==> config.mk <==
export PLATFORM = sky130hd
export DESIGN_NAME = cam_hit_encoder
export DESIGN_NICKNAME = d
export VERILOG_FILES = /design/src/rtl/cam_hit_pkg.sv /design/src/rtl/cam_hit_prio_sel.sv /design/src/rtl/cam_hit_classify.sv /design/src/rtl/cam_hit_encoder.sv
export SDC_FILE = /design/constraint.sdc
export NUM_CORES = 1
export LEC_CHECK = 0
export ABC_AREA = 1
export CAP_MARGIN = 25
export CORE_MARGIN = 2
export CORE_UTILIZATION = 50
export DETAILED_ROUTE_END_ITERATION = 6
export PLACE_DENSITY = 0.95
export SYNTH_ARGS = -nofsm -noshare
export SYNTH_HDL_FRONTEND = slang
export SYNTH_HIERARCHICAL = 1
export SYNTH_SLANG_ARGS = --single-unit
==> constraint.sdc <==
create_clock -name vclk -period 2.5
set_clock_uncertainty 0.05 [all_clocks]
set_input_delay 0.625 -clock vclk [all_inputs]
set_output_delay 0.625 -clock vclk [all_outputs]
set_load 0.05 [all_outputs]
==> src/rtl/cam_hit_pkg.sv <==
package cam_hit_pkg;

  // Classification of a hit vector by its number of set bits.
  typedef enum logic [1:0] {
    HIT_NONE = 2'd0,
    HIT_ONE  = 2'd1,
    HIT_MANY = 2'd2
  } hit_class_e;

  // Width of an index into n entries, never less than one bit.
  function automatic int unsigned index_width(input int unsigned n);
    return (n > 1) ? $clog2(n) : 1;
  endfunction

endpackage

==> src/rtl/cam_hit_prio_sel.sv <==
// Lowest-index selector: scans the hit vector and returns the index of the
// first set bit, plus a flag that any bit was set.
module cam_hit_prio_sel #(
  parameter int unsigned NUM_ENTRIES = 16,
  localparam int unsigned ADDR_W = cam_hit_pkg::index_width(NUM_ENTRIES)
) (
  input  logic [NUM_ENTRIES-1:0] hits,
  output logic [ADDR_W-1:0]      sel_idx,
  output logic                   any_hit
);

  always_comb begin
    sel_idx = '0;
    any_hit = 1'b0;
    for (int i = 0; i < int'(NUM_ENTRIES); i++) begin
      if (hits[i] && !any_hit) begin
        sel_idx = i[ADDR_W-1:0];
        any_hit = 1'b1;
      end
    end
  end

endmodule

==> src/rtl/cam_hit_classify.sv <==
// Population classifier: none, exactly one, or several hits. Clearing the
// lowest set bit leaves a nonzero remainder only when two or more bits are set.
module cam_hit_classify #(
  parameter int unsigned NUM_ENTRIES = 16
) (
  input  logic [NUM_ENTRIES-1:0] hits,
  output cam_hit_pkg::hit_class_e hit_class
);
  import cam_hit_pkg::*;

  localparam logic [NUM_ENTRIES-1:0] ONE = NUM_ENTRIES'(1);

  logic [NUM_ENTRIES-1:0] remainder;
  logic                   some;
  logic                   several;

  always_comb begin
    remainder = hits & (hits - ONE);
    some      = |hits;
    several   = |remainder;
    if (!some)
      hit_class = HIT_NONE;
    else if (several)
      hit_class = HIT_MANY;
    else
      hit_class = HIT_ONE;
  end

endmodule

==> src/rtl/cam_hit_encoder.sv <==
// Match address encoder: merges one-hot validity checking with lowest-index
// priority selection for the hit lines of a content-addressable memory.
module cam_hit_encoder #(
  parameter int unsigned NUM_ENTRIES = 16,
  localparam int unsigned ADDR_W = cam_hit_pkg::index_width(NUM_ENTRIES)
) (
  input  logic [NUM_ENTRIES-1:0] hit_vec,
  output logic [ADDR_W-1:0]      hit_addr,
  output logic                   hit_single,
  output logic                   hit_multi
);
  import cam_hit_pkg::*;

  logic [ADDR_W-1:0] sel_idx;
  logic              any_hit;
  hit_class_e        hit_class;

  cam_hit_prio_sel #(
    .NUM_ENTRIES(NUM_ENTRIES)
  ) u_prio (
    .hits    (hit_vec),
    .sel_idx (sel_idx),
    .any_hit (any_hit)
  );

  cam_hit_classify #(
    .NUM_ENTRIES(NUM_ENTRIES)
  ) u_class (
    .hits      (hit_vec),
    .hit_class (hit_class)
  );

  always_comb begin
    hit_single = 1'b0;
    hit_multi  = 1'b0;
    case (hit_class)
      HIT_ONE:  hit_single = 1'b1;
      HIT_MANY: hit_multi  = 1'b1;
      default:  ;
    endcase
    hit_addr = any_hit ? sel_idx : '0;
  end

  // Checks on every settled vector.
  logic [NUM_ENTRIES-1:0] below_mask;
  always_comb begin
    for (int i = 0; i < int'(NUM_ENTRIES); i++)
      below_mask[i] = (i < int'(hit_addr));
  end

  always_comb begin
    AST_NO_HIT_ZERO: assert ((hit_vec != '0) ||
                             (!hit_single && !hit_multi && hit_addr == '0))
      else $error("no-hit outputs not zero");
    AST_SINGLE_FLAG: assert (hit_single == ($countones(hit_vec) == 1))
      else $error("single flag disagrees with population");
    AST_MULTI_FLAG: assert (hit_multi == ($countones(hit_vec) > 1))
      else $error("multi flag disagrees with population");
    AST_FLAGS_EXCL: assert (!(hit_single && hit_multi))
      else $error("both flags set");
    AST_ADDR_ON_HIT: assert ((hit_vec == '0) || hit_vec[hit_addr])
      else $error("address points at a clear bit");
    AST_ADDR_LOWEST: assert ((hit_vec & below_mask) == '0)
      else $error("a set bit lies below the address");
  end

endmodule

==> results.yml, run 1 <==
placed_design:
  place_area_mm2: 0.001175
  hpwl_um: 2347
  numPortBuffers: 22
  place.gp.congestion: 0.8807
yosys:
  yosysSeqAreaShare: 0
  yosys-top-cells-area: "nand2_1, nor2_1, inv_1, nor2_4, nand4_4"
  syn_inst: 135
  netlist_area_um2: 681.9
  yosysWarnings: 6
  synth_mux_area_frac: 0
  synth_xor_area_frac: 0
  synth_area_per_cell_um2: 5.051
  synthAdderAreaFrac: 0
  yosys.area.top_type_share: 0.1982
  yosys.cell_types.count: 25
  synthSimpleGateAreaFrac: 0.7394
  synth_top_family_by_area: "simple AND/OR/NAND/NOR gates"
  synth_compound_area_frac: 0.1284
  synth.net_count: 151
  yosysTopAreaCell: "nand2_1"
clock_network:
  postCtsSetupBuffers: 4
  cts_resized: 74
  cts.hold.buffers_added: 0
floorplanning:
  die_y_um: 40.93
  die-width_um: 40.93
  rows: 13
  ios: 22
  start_util: 0.5307
outcome:
  status: "stopped before the end"
  error_line: "[ERROR DPL-0033] detailed placement checks failed during check placement."
  haltStage: "clock tree synthesis (4_1_cts)"
-- through the flow --
step                      setup TNS [ns]  instances  hold WS (ns)  setup WS [ns]
after detailed placement          -4.105        198         2.201        -0.7473
after floorplan                  -0.1946        135         1.507       -0.06521
after global placement            -3.351        198         2.134        -0.6350
-- cell usage after synthesis (3+ instances only) --
master / instances
nand2_1: 36
nor2_1: 32
inv_1: 22
nand3_1: 5
nor2_2: 5
nor2_4: 5
a21oi_1: 4
nand4_1: 3
-- cells by family after synthesis --
| family | after synthesis |
|---|---|
| AND/OR/NAND/NOR | 98 |
| buffers and inverters | 24 |
| AO/OA/AOI/OAI | 13 |
==> inputs of run 2 (changes only) <==
--- a/config.mk
+++ b/config.mk
@@ -7,10 +7,10 @@
 export LEC_CHECK = 0
 export ABC_AREA = 1
 export CAP_MARGIN = 25
-export CORE_MARGIN = 2
-export CORE_UTILIZATION = 50
+export CORE_AREA = 2 2 63 65
 export DETAILED_ROUTE_END_ITERATION = 6
-export PLACE_DENSITY = 0.95
+export DIE_AREA = 0 0 65 67
+export PLACE_DENSITY_LB_ADDON = 0.15
 export SYNTH_ARGS = -nofsm -noshare
 export SYNTH_HDL_FRONTEND = slang
 export SYNTH_HIERARCHICAL = 1
==> results.yml, run 2 <==
pwr:
  total_power_mw: 0.1678
  ir_drop_mv: 0.03471
  leakage_nw: 0.6498
  switching_power_mw: 0.09034
  p_int_mw: 0.07743
  pwr-share-seq: 0
  power_density_mw_per_mm2: 120.8
  switching_share: 0.5385
  clockPowerShare: 0
  comb_power_share: 1.000
sta:
  setup_ws_ns: -0.2518
  post-route-min-period_ns: 2.752
  max_freq_mhz: 363.4
  setup_violations: 6
  rsz0062_at_grt: "true"
  fin_crit_sh: 1.101
  slew_viol_final: 0
  hold_violations: 0
  slew_headroom: 0.8508
  holdWs_ns: 1.833
  worst_slew_pin_slew_ns: 0.2209
  fin_setup_tns_ns: -1.273
yosys:
  netlist_area_um2: 681.9
  syn_inst: 135
  synth.most_common_cell: "nand2_1"
  synth_common_cells: "nand2_1, nor2_1, inv_1"
  synth_area_per_cell_um2: 5.051
  synth.net_count: 151
  yosys-top-cells-area: "nand2_1, nor2_1, inv_1, nor2_4, nand4_4"
  yosysSeqAreaShare: 0
  yosysWarnings: 6
  yosys.cell_types.count: 25
  yosysTopAreaCell: "nand2_1"
  yosys.area.top_type_share: 0.1982
final_layout:
  stdcell_count: 239
  clkbuf_count: 0
  antenna_cells: 0
  nets: 209
  layout_commonest_cell: "nand2_1"
  syn2layout_area_growth_pct: 103.7
  final_area_mm2: 0.001389
  most-common-layout-cells: "nand2_1, buf_4, nor2_1"
  layout-drive-gt1-share: 0.4921
  n_fill_cell: 402
  final_util: 0.3851
  seqCellArea_um2: 0
  seq_cells: 0
detailed_routing:
  vias_per_cell: 4.209
  drt_wl_total_um: 2399
  drc: 0
  drtIter0Drc: 25
  drtAntennaViolNets: 0
  wl_per_cell_um: 10.04
  firstDrtPassIters: 4
  dr_total_vias: 1006
floorplanning:
  core_mm2: 0.003606
  die_y_um: 67
  rows: 22
  fp.dieArea_mm2: 0.004355
  start_util: 0.1891
  ios: 22
  die-width_um: 65
worst_setup_path:
  path_buf_inv: 4
  crit_type: "input pin to primary output"
  crit_fanout: 4
  endpoint_kind: "primary output"
  startpoint_type: "input pin"
  crit_slowest_cell: "nor2_4"
  worst-endpoint-arrival_ns: 2.08
  cp.depth: 13
  max_stage_delay_ns: 0.16
  cp-startpoint: "hit_vec[0]"
  crit_path_end: "hit_single"
  cp_cell_sequence: "buf_6 -> buf_6 -> nor2_4 -> nand2_2 -> nand2_1 -> nand2_1 -> nor2_2 -> nand2_1 -> nor2_2 -> nand3_2 -> buf_4 -> nor2_2 -> buf_12"
  critPathTopFamily: "simple AND/OR/NAND/NOR gates"
  crit_required_ns: 1.82
global_route:
  grt_pass1_vias: 976
  grt_max_degree: 6
  grt_pass1_wl_um: 3953
  grt_antenna_before_repair: 0
  grt_overflow: 0
  track_usage: 0.1104
placed_design:
  numPortBuffers: 22
  place_inst: 231
  hpwl_um: 1992
  place_area_mm2: 0.001216
  place.gp.congestion: 0.8193
  post-place-ws_ns: -0.6981
outcome:
  violations: "setup timing"
  status: "finished, violations left"
worst_hold_path:
  hold_depth: 7
  hold_path.class: "input pin to primary output"
run:
  max_cap_viol_count: 0
==> run 2: cell counts after synthesis <==
No cell type changed its count.
==> run 2: per-layer routing <==
layer	track usage	share of wire
met5	0	0
met1	0.1330	0.45
met2	0.2294	0.54
met3	0	0.011
met4	0	0
==> run 2: timing repair <==
action	CTS	global route
hold endpoints to repair	0	0
cloned	0	0
endpoints found under the setup margin	6	6
hold buffers	0	0
pin swaps	19	21
buffers inserted	3	5
gates resized for setup	71	31
==> run 2: how the worst min path moves through the flow <==
stage,slack (ns),end,from
global route,1.89,hit_addr[2],hit_vec[14]
global placement,2.14,hit_multi,hit_vec[15]
finish,1.83,hit_addr[2],hit_vec[14]
CTS,1.94,hit_addr[2],hit_vec[1]
detailed placement,2.16,hit_multi,hit_vec[15]
floorplan,1.51,hit_single,hit_vec[13]
==> run 2: tightest hold or removal path, cell delays in order <==
cell and delay, ns:
dlymetal6s2s_1 0.12, buf_4 0.15, o21ai_4 0.06, nand2_1 0.05
nand2_1 0.06, inv_2 0.06, buf_12 0.13
==> run 2: power by group through the flow <==
stage          Clock [mW]  Sequential, mW  Combinational (mW)
2_1_floorplan           0               0              0.0568
3_3_place_gp            0               0               0.145
3_5_place_dp            0               0               0.145
4_1_cts                 0               0               0.156
5_1_grt                 0               0               0.181
6_report                0               0               0.168
==> run 2: cells by family after synthesis <==
family                 synth area share
AND/OR/NAND/NOR                  0.7395
AO/OA/AOI/OAI                    0.1284
buffers and inverters            0.1321
==> run 2: final cells by class <==
cell class	count	area, um2	area share
inverter	24	93.84	0.06757
multi-input combinational	111	708.2	0.5099
tap	48	60.06	0.04324
timing repair buffer	56	526.8	0.3793
(Power assumes the default switching activity.)
==> inputs of run 3 (changes only) <==
--- a/config.mk
+++ b/config.mk
@@ -13,5 +13,4 @@
 export PLACE_DENSITY_LB_ADDON = 0.15
 export SYNTH_ARGS = -nofsm -noshare
 export SYNTH_HDL_FRONTEND = slang
-export SYNTH_HIERARCHICAL = 1
 export SYNTH_SLANG_ARGS = --single-unit
==> results.yml, run 3 <==
detailed_routing:
  firstDrtPassIters: 4
  drtIter0Drc: 18
  drt_wl_total_um: 1924
  drtAntennaViolNets: 0
  vias_per_cell: 3.965
  dr_total_vias: 797
  drc: 0
  wl_per_cell_um: 9.572
floorplanning:
  ios: 22
  rows: 22
  fp.dieArea_mm2: 0.004355
  die-width_um: 65
  start_util: 0.1284
  core_mm2: 0.003606
  die_y_um: 67
final_layout:
  stdcell_count: 201
  antenna_cells: 0
  layout_commonest_cell: "nand2_1"
  seq_cells: 0
  nets: 171
  layout-drive-gt1-share: 0.5621
  clkbuf_count: 0
  final_util: 0.3022
  seqCellArea_um2: 0
  most-common-layout-cells: "nand2_1, buf_4, nor2_4"
  syn2layout_area_growth_pct: 135.4
worst_setup_path:
  crit_type: "input pin to primary output"
  crit_path_end: "hit_single"
  startpoint_type: "input pin"
  worst-endpoint-arrival_ns: 1.86
  endpoint_kind: "primary output"
  cp-startpoint: "hit_vec[5]"
  crit_required_ns: 1.82
  crit_fanout: 3
global_route:
  grt_pass1_wl_um: 3132
  grt_antenna_before_repair: 0
  grt_pass1_vias: 759
  track_usage: 0.08700
  grt_max_degree: 6
  grt_overflow: 0
yosys:
  yosysSeqAreaShare: 0
  yosysTopAreaCell: "nand2_1"
  netlist_area_um2: 462.9
  synth.net_count: 116
  synthSimpleGateAreaFrac: 0.8135
  synthAdderAreaFrac: 0
  yosys.area.top_type_share: 0.3243
  synth_top_family_by_area: "simple AND/OR/NAND/NOR gates"
  synth_area_per_cell_um2: 4.629
  synth_mux_area_frac: 0
  yosys.cell_types.count: 17
  synth_xor_area_frac: 0
  synth_compound_area_frac: 0.08919
  yosys-top-cells-area: "nand2_1, nor2_1, nor2_4, inv_1, nand3_1"
  synth.most_common_cell: "nand2_1"
  syn_inst: 100
  yosysWarnings: 0
  synth_common_cells: "nand2_1, nor2_1, inv_1"
sta:
  worst_slew_pin_slew_ns: 0.3209
  fin_crit_sh: 1.014
  setup_ws_ns: -0.03585
  setup_violations: 1
  post-route-min-period_ns: 2.536
  rsz0062_at_grt: "true"
  hold_violations: 0
  max_freq_mhz: 394.3
  slew_headroom: 0.7844
  slew_viol_final: 0
placed_design:
  numPortBuffers: 22
  hpwl_um: 1668
  place.gp.congestion: 0.7801
  place_inst: 196
worst_hold_path:
  hold_path.class: "input pin to primary output"
  hp-start: "hit_vec[3]"
pwr:
  leakage_nw: 0.5297
  total_power_mw: 0.1301
  ir_drop_mv: 0.02342
  power_density_mw_per_mm2: 119.4
outcome:
  status: "finished, violations left"
  violations: "setup timing"
run:
  max_cap_viol_count: 0
clock_network:
  cts.hold.buffers_added: 0
[run 3: changes by cell type after synthesis, moves of 2 or more]
cell	before	now
a21oi_1	4	0
clkinv_1	2	0
inv_1	22	11
nand2_1	36	40
nand4_4	2	0
nor2_1	32	20
nor2_2	5	0
nor3_1	1	4
o21ai_2	2	0
[run 3: logic make-up after synthesis]
group	count (synthesis)
buf+inv	12
compound gates	7
simple gates	81
[run 3: how the worst min path moves through the flow]
stage	cells after the start	to	slack [ns]
detailed placement	4	hit_addr[3]	2.12
global route	6	hit_addr[0]	1.74
finish	6	hit_addr[0]	1.69
global placement	4	hit_addr[3]	2.11
floorplan	2	hit_single	1.51
CTS	6	hit_addr[0]	1.70
[run 3: final cells by class]
cell class	instances	area, um2
Tap cell	48	60.06
Inverter	12	45.04
Multi-Input combinational cell	88	524.3
Fill cell	392	2516
Timing Repair Buffer	53	460.4
[run 3: worst max-delay path, stage by stage]
cell and delay [ns]:
buf_2 0.13, nor2_4 0.17, nand2_2 0.11, nor2_4 0.16, nand2_2 0.08, nand2_1 0.06
nand2_1 0.05, nor2_1 0.11, nand3_2 0.12, nor2_4 0.12, buf_12 0.14
[run 3: metal layers]
metal / vias to the layer above / routed length (um) / global-route usage
li1: 424 / - / -
met1: 366 / 845 / 0.1060
met2: 7 / 1044 / 0.1791
met3: 0 / 34 / 0
met4: 0 / 0 / 0
met5: - / 0 / 0
[run 3: power breakdown]
part           internal, mW  switching [mW]
Sequential                0               0
Clock                     0               0
Combinational        0.0629          0.0671
Total                0.0629          0.0671
[run 3: stage by stage]
step | setup TNS [ns] | cell area, um2 | hold WS (ns) | setup WS, ns
4_1_cts | -0.07940 | 1079 | 1.705 | -0.04423
3_3_place_gp | -2.386 | 998.5 | 2.112 | -0.5113
2_1_floorplan | -0.1181 | 475.5 | 1.512 | -0.1181
6_report | -0.03585 | 1090 | 1.692 | -0.03585
3_5_place_dp | -2.215 | 998.5 | 2.121 | -0.4792
5_1_grt | -0.2739 | 1090 | 1.738 | -0.1160
[run 3: what timing repair did]
action / 4_1_cts / 5_1_grt
endpoints found under the setup margin: 6 / 6
pin swaps: 25 / 9
resized for setup: 80 / 14
buffers inserted: 5 / 0
endpoints found under the hold margin: 0 / 0
